### src/rtl/dma_loop_pkg.sv
package dma_loop_pkg;

  // side indices
  localparam int SIDE_SRC  = 0;
  localparam int SIDE_DST  = 1;
  localparam int NUM_SIDES = 2;

  // window code width: window = 2**code bytes
  localparam int WIN_CODE_W = 2;

  // mode word field positions (decoded by the channel mode logic)
  localparam int SRC_HOLD_BIT  = 12;
  localparam int DST_HOLD_BIT  = 13;
  localparam int SRC_CODE_LSB  = 14;
  localparam int DST_CODE_LSB  = 16;
  localparam int MODE_MIN_W    = 18;

  typedef struct packed {
    logic                  hold;
    logic [WIN_CODE_W-1:0] code;
  } loop_cfg_t;

  function automatic int hold_bit_of(input int side);
    return (side == SIDE_SRC) ? SRC_HOLD_BIT : DST_HOLD_BIT;
  endfunction

  function automatic int code_lsb_of(input int side);
    return (side == SIDE_SRC) ? SRC_CODE_LSB : DST_CODE_LSB;
  endfunction

endpackage

### src/rtl/dma_loop_mode_decode.sv
module dma_loop_mode_decode
  import dma_loop_pkg::*;
#(
  parameter int MODE_W = 32
) (
  input  logic [MODE_W-1:0]               mode_i,
  output loop_cfg_t [NUM_SIDES-1:0]       cfg_o
);

  for (genvar s = 0; s < NUM_SIDES; s++) begin : g_side
    localparam int HB = hold_bit_of(s);
    localparam int CL = code_lsb_of(s);

    assign cfg_o[s].hold = mode_i[HB];
    assign cfg_o[s].code = mode_i[CL +: WIN_CODE_W];
  end

  // layout sanity on the elaborated width
  always_comb begin
    assert (MODE_W >= MODE_MIN_W)
      else $error("p_mode_width_r7: mode word too narrow");
  end

endmodule

### src/rtl/dma_loop_offset.sv
module dma_loop_offset
  import dma_loop_pkg::*;
#(
  parameter int OFF_W = 32
) (
  input  logic                  clk,
  input  logic                  rst_n,
  input  logic                  clr_i,
  input  logic                  step_i,
  input  logic                  hold_i,
  input  logic [WIN_CODE_W-1:0] code_i,
  output logic [OFF_W-1:0]      off_q,
  output logic [OFF_W-1:0]      off_d
);

  localparam logic [OFF_W-1:0] ONES = {OFF_W{1'b1}};

  logic [OFF_W-1:0] win_mask;
  logic [OFF_W-1:0] off_inc;
  logic             off_en;

  // window mask: all ones in free mode, 2**code - 1 in hold mode
  always_comb begin
    win_mask = hold_i ? ~(ONES << code_i) : ONES;
  end

  // next-state logic
  always_comb begin
    off_inc = (off_q + 1'b1) & win_mask;
    off_en  = clr_i | step_i;
    if (clr_i) begin
      off_d = '0;
    end else if (step_i) begin
      off_d = off_inc;
    end else begin
      off_d = off_q;
    end
  end

  // state register
  always_ff @(posedge clk or negedge rst_n) begin
    if (!rst_n) begin
      off_q <= '0;
    end else if (off_en) begin
      off_q <= off_d;
    end
  end

  // offset never leaves the window while holding
  p_in_window_r6: assert property (@(posedge clk) disable iff (!rst_n)
    hold_i |-> ((off_q & ~win_mask) == '0));

  // offset returns to zero after the last window byte
  p_wrap_zero_r4: assert property (@(posedge clk) disable iff (!rst_n)
    (step_i && !clr_i && hold_i && (off_q == win_mask)) |=> (off_q == '0));

  // a clear always lands on zero
  p_clear_zero_r2: assert property (@(posedge clk) disable iff (!rst_n)
    clr_i |=> (off_q == '0));

endmodule

### src/rtl/dma_loop_side.sv
module dma_loop_side
  import dma_loop_pkg::*;
#(
  parameter int ADDR_W = 32
) (
  input  logic              clk,
  input  logic              rst_n,
  input  logic              load_i,
  input  logic [ADDR_W-1:0] base_i,
  input  logic              adv_i,
  input  loop_cfg_t         cfg_i,
  output logic [ADDR_W-1:0] addr_o
);

  logic [ADDR_W-1:0] base_q, base_d;
  logic [ADDR_W-1:0] addr_q, addr_d;
  loop_cfg_t         cfg_q, cfg_d;
  logic [ADDR_W-1:0] off_q, off_d;
  logic              step;
  logic              upd_en;

  // load has priority over advance
  assign step = adv_i & ~load_i;

  dma_loop_offset #(
    .OFF_W (ADDR_W)
  ) u_offset (
    .clk    (clk),
    .rst_n  (rst_n),
    .clr_i  (load_i),
    .step_i (step),
    .hold_i (cfg_q.hold),
    .code_i (cfg_q.code),
    .off_q  (off_q),
    .off_d  (off_d)
  );

  // next-state logic
  always_comb begin
    upd_en = load_i | adv_i;
    base_d = base_q;
    cfg_d  = cfg_q;
    addr_d = addr_q;
    if (load_i) begin
      base_d = base_i;
      cfg_d  = cfg_i;
      addr_d = base_i;
    end else if (adv_i) begin
      addr_d = base_q + off_d;
    end
  end

  // state registers
  always_ff @(posedge clk or negedge rst_n) begin
    if (!rst_n) begin
      base_q <= '0;
      cfg_q  <= '0;
      addr_q <= '0;
    end else if (upd_en) begin
      base_q <= base_d;
      cfg_q  <= cfg_d;
      addr_q <= addr_d;
    end
  end

  assign addr_o = addr_q;

  p_load_base_r2: assert property (@(posedge clk) disable iff (!rst_n)
    load_i |=> (addr_o == $past(base_i)));

  p_free_step_r3: assert property (@(posedge clk) disable iff (!rst_n)
    (adv_i && !load_i && !cfg_q.hold) |=> (addr_o == ADDR_W'($past(addr_o) + 1'b1)));

  p_cfg_kept_r9: assert property (@(posedge clk) disable iff (!rst_n)
    !load_i |=> $stable(cfg_q));

  p_idle_stable_r11: assert property (@(posedge clk) disable iff (!rst_n)
    (!load_i && !adv_i) |=> $stable(addr_o));

  p_base_kept_r8: assert property (@(posedge clk) disable iff (!rst_n)
    !load_i |=> $stable(base_q));

endmodule

### src/rtl/dma_addr_loop_gen.sv
module dma_addr_loop_gen
  import dma_loop_pkg::*;
#(
  parameter int ADDR_W = 32,
  parameter int MODE_W = 32
) (
  input  logic                          clk,
  input  logic                          rst_n,
  input  logic [MODE_W-1:0]             mode_i,
  input  logic [NUM_SIDES-1:0]          load_i,
  input  logic [NUM_SIDES*ADDR_W-1:0]   base_i,
  input  logic [NUM_SIDES-1:0]          adv_i,
  output logic [NUM_SIDES*ADDR_W-1:0]   addr_o
);

  localparam int SYNC_STAGES = 2;

  logic [SYNC_STAGES-1:0]    rst_sync_q;
  logic                      rst_n_int;
  loop_cfg_t [NUM_SIDES-1:0] side_cfg;

  // asynchronous assert, synchronous release
  always_ff @(posedge clk or negedge rst_n) begin
    if (!rst_n) begin
      rst_sync_q <= '0;
    end else begin
      rst_sync_q <= {rst_sync_q[SYNC_STAGES-2:0], 1'b1};
    end
  end

  assign rst_n_int = rst_sync_q[SYNC_STAGES-1];

  dma_loop_mode_decode #(
    .MODE_W (MODE_W)
  ) u_decode (
    .mode_i (mode_i),
    .cfg_o  (side_cfg)
  );

  for (genvar s = 0; s < NUM_SIDES; s++) begin : g_side
    dma_loop_side #(
      .ADDR_W (ADDR_W)
    ) u_side (
      .clk    (clk),
      .rst_n  (rst_n_int),
      .load_i (load_i[s]),
      .base_i (base_i[s*ADDR_W +: ADDR_W]),
      .adv_i  (adv_i[s]),
      .cfg_i  (side_cfg[s]),
      .addr_o (addr_o[s*ADDR_W +: ADDR_W])
    );
  end

  // outputs are zero whenever the internal reset is active
  p_reset_zero_r1: assert property (@(posedge clk)
    !rst_n_int |=> (!rst_n_int ? (addr_o == '0) : 1'b1));

endmodule

### config.mk
export PLATFORM = sky130hd
export DESIGN_NAME = dma_addr_loop_gen
export DESIGN_NICKNAME = d
export VERILOG_FILES = /design/src/rtl/dma_loop_pkg.sv /design/src/rtl/dma_loop_mode_decode.sv /design/src/rtl/dma_loop_offset.sv /design/src/rtl/dma_loop_side.sv /design/src/rtl/dma_addr_loop_gen.sv
export SDC_FILE = /design/constraint.sdc
export NUM_CORES = 1
export LEC_CHECK = 0
export ABC_CLOCK_PERIOD_IN_PS = 8800
export BUFFER_PORTS_ARGS = -buffer_cell sky130_fd_sc_hd__buf_2
export CORE_ASPECT_RATIO = 0.75
export CORE_UTILIZATION = 58
export DETAILED_ROUTE_END_ITERATION = 8
export PLACE_DENSITY = 0.82
export SLEW_MARGIN = 20
export SYNTH_ARGS = -nofsm -noshare
export SYNTH_HDL_FRONTEND = slang
export SYNTH_SLANG_ARGS = --single-unit
### constraint.sdc
create_clock -name clk -period 8.8 [get_ports clk]
set_clock_uncertainty 0.2 [all_clocks]
set_input_delay 0.44 -clock clk [delete_from_list [all_inputs] [get_ports clk]]
set_output_delay 0.44 -clock clk [all_outputs]
set_load 0.1 [all_outputs]
==> metrics.txt <==
Multi-input gate area=6396 um^2; post-synthesis area per instance=9.177 um^2; Worst EP required=8930 ps; Crit-path slowest cell=or3_1; Ys Warns=0; clock slew at reported path FFs=80 ps; slowest stage delay, CP=670 ps; status=finished clean; WL met1=13,910 um; vias post-DR=9,796; clock sink count=200; Max transition margin=0.3070; Pint=1.493 mW; met3 WL=1193 um; synthesized area=11,870 um^2; vias per cell=5.834; grt ovf=0; Worst setup SP type=input pin; Post-DRT Antenna Nets=0; crit path cell chain=buf_2, buf_4, and2b_1, nand4_1, or3_1, nor3_1, xnor2_1, nor2_1, ha_1, and4_1, nor4bb_1, o21ai_0, a41oi_1, o21ai_0, o21ba_2, a21oi_1, xnor2_1, o21ai_1; Nets=1,579; share of layout cells above drive strength 1=0.1615; all-layer global routing usage=0.2754; Post CTS Setup Buffer Count=0; IR drop worst, VDD=0.1251 mV; Initial Utilization=0.6021; Pwr Total=2.328 mW; Ports=166; router iterations before antenna repair=5; GP Congestion=0.9723; Clock Power Share=0.333; Filler Cells Inserted=1,592; Die ar.=21,040 um^2; CP Class=in2reg; CTS H-tree depth=4; die span in y=125.9 um; final setup violation count=0; Post-synth EDFFs=0; crit path capture type=flip-flop; most frequent cells in the layout=199 x dfrtp_1, 138 x buf_2, 132 x nor2_1, 126 x o21ai_0, 107 x nand2_1; maximum fanout along the worst path=101; Top FF cell, synth=dfrtp_1; sw frac=0.3587; vias in the first global route=9,558; Post-Route WL=27,900 um; core outline area=19,710 um^2; register area=5009 um^2; RSZ-0062 raised after global routing=no; initial antenna violation count=2; fmax=196.8 MHz; net switching power=834.8 uW; highest routed layer=met4; area of placed instances=12,760 um^2; syn_nets=1,461; num rows=44; Worst Path Arrival=5210 ps; Post-route DRC=0; clk buf depth=2; Netlist cell types=60; most common cell after layout, fill and taps aside=dfrtp_1; setup TNS=0 ps; synthesis-stage register bit count=200; largest net degree at the start of global routing=102; routed len/inst=16.61 um; CTS Buf Count=17; CTS tree=yes; Worst-Margin Slew=1036 ps; Comb pwr share=0.228; number of port buffers=139; Die X=167.2 um; Power Dens Cells=174.3 nW/um^2; Min Hold Slack=2.073 ps; initial DRC count=629; post-synthesis cell count=1,293; clock root cell=clkbuf_16; MaxCap Viol Count=0; final period utilization=0.5773; Area Overhead vs Synth=12.54%; Hold Crit Class=in2reg; # resized after CTS=0; leakage power=6.296 nW; post-synthesis sequential area ratio=0.4218; hpwl dp=20,220 um; Final Cell Area=13,350 um^2; Reg power frac=0.439; routed length on met2=12,310 um; Final Hold Vio Count=0; asr flop ratio synth=1.000; first-pass GRT wire length=46,690 um; Clk Latency, worst-skew pair=450 ps; minimum clock period after layout=5080 ps; Max Transition Viols Final=0
cell usage after synthesis, drive strengths merged (8+ instances only):
library cell  number  area (um^2)
dfrtp            200         5005
nor2             133        506.7
o21ai            129        645.6
nand2            107        401.6
a21oi            100        500.5
inv               73        274.0
ha                64        800.8
xnor2             51        446.7
xor2              51        454.2
mux2              37        416.7
nand3             35        175.2
clkbuf            32        120.1
mux2i             32        320.3
a21o              31        232.7
nand4             19        118.9
buf               18        71.31
or3               17        106.4
nor3              16        80.08
a22oi             15        112.6
nor2b             13        81.33
and4              11        96.34
a211oi            10        85.08
o21bai            10        75.07
o21a               8        60.06
worst paths after layout:
| path | to | slack, ps | start | depth (start not counted) |
|---|---|---|---|---|
| max | g_side[1].u_side.addr_o[31] | 3720 | load_i[1] | 18 |
| min in group asynchronous | g_side[0].u_side.addr_o[0] | 20 | rst_sync_q[1] | 0 |
| max reg2reg | g_side[1].u_side.addr_o[28] | 4070 | g_side[1].u_side.u_offset.off_q[0] | 17 |
| max in group asynchronous | g_side[1].u_side.addr_o[21] | 6630 | rst_sync_q[1] | 2 |
| min | g_side[1].u_side.addr_o[0] | 2 | base_i[32] | 3 |
| min reg2reg | g_side[0].u_side.addr_o[0] | 20 | rst_sync_q[1] | 0 |
cells by family after synthesis:
kind of cell	after synthesis	synth area share
buffers and inverters	123	0.03922
adder cells (fa/ha/maj)	66	0.07086
multiplexers	69	0.06210
flip-flops	200	0.4218
XOR/XNOR	102	0.07592
other	1	0.0003160
AO/OA/AOI/OAI	350	0.1770
AND/OR/NAND/NOR	382	0.1528
sequential cells by signal, summed over array words and instances (netlist names):
register	flops
g_side.u_side.addr_o	64
g_side.u_side.u_offset.off_q	64
rst_sync_q	2
g_side.u_side.base_q	64
g_side.u_side.cfg_q	6
repair_timing:
item | 4_1_cts | 5_1_grt
hold buffers | 1 | 0
endpoints found under the hold margin | 2 | 0
setup endpoints to repair | 0 | 0
per-stage QoR:
step / worst slack [ps] / cells / util
finish: 3720 / 1679 / 0.6776
global route: 3280 / 1678 / 0.6774
CTS: 3816 / 1677 / 0.6773
detailed placement: 3383 / 1644 / 0.6475
global placement: 3473 / 1644 / 0.6475
floorplan: 2614 / 1293 / -
power by group through the flow:
stage	Sequential, mW	Combinational, mW	Clock (mW)
6_report	1.02	0.530	0.775
5_1_grt	1.03	0.567	0.829
4_1_cts	1.02	0.530	0.787
3_5_place_dp	1.04	0.528	0
3_3_place_gp	1.04	0.519	0
2_1_floorplan	1.27	0.188	0
per-layer routing:
layer  up-vias  GRT usage
li1       4787          -
met1      4726     0.4005
met2       243     0.4226
met3        40    0.04557
met4         0    0.08635
met5         -          0
final cells by class:
cell class                 count  share of cell area
antenna                        2           0.0003748
clock buffer                  18             0.03289
clock inverter                14             0.01040
inverter                      73             0.02052
multi-input combinational    970              0.4790
sequential                   200              0.3751
tap                          253             0.02370
timing repair buffer         149             0.05809
worst max-delay path: cells and delay by family:
kind                     cells  cell delay, ps
AO/OA/AOI/OAI                6            1370
XOR/XNOR                     2             340
adder cells (fa/ha/maj)      1             410
buffers and inverters        2             460
AND/OR/NAND/NOR              7            2140
Note: power is estimated with default switching activity, not from simulation.
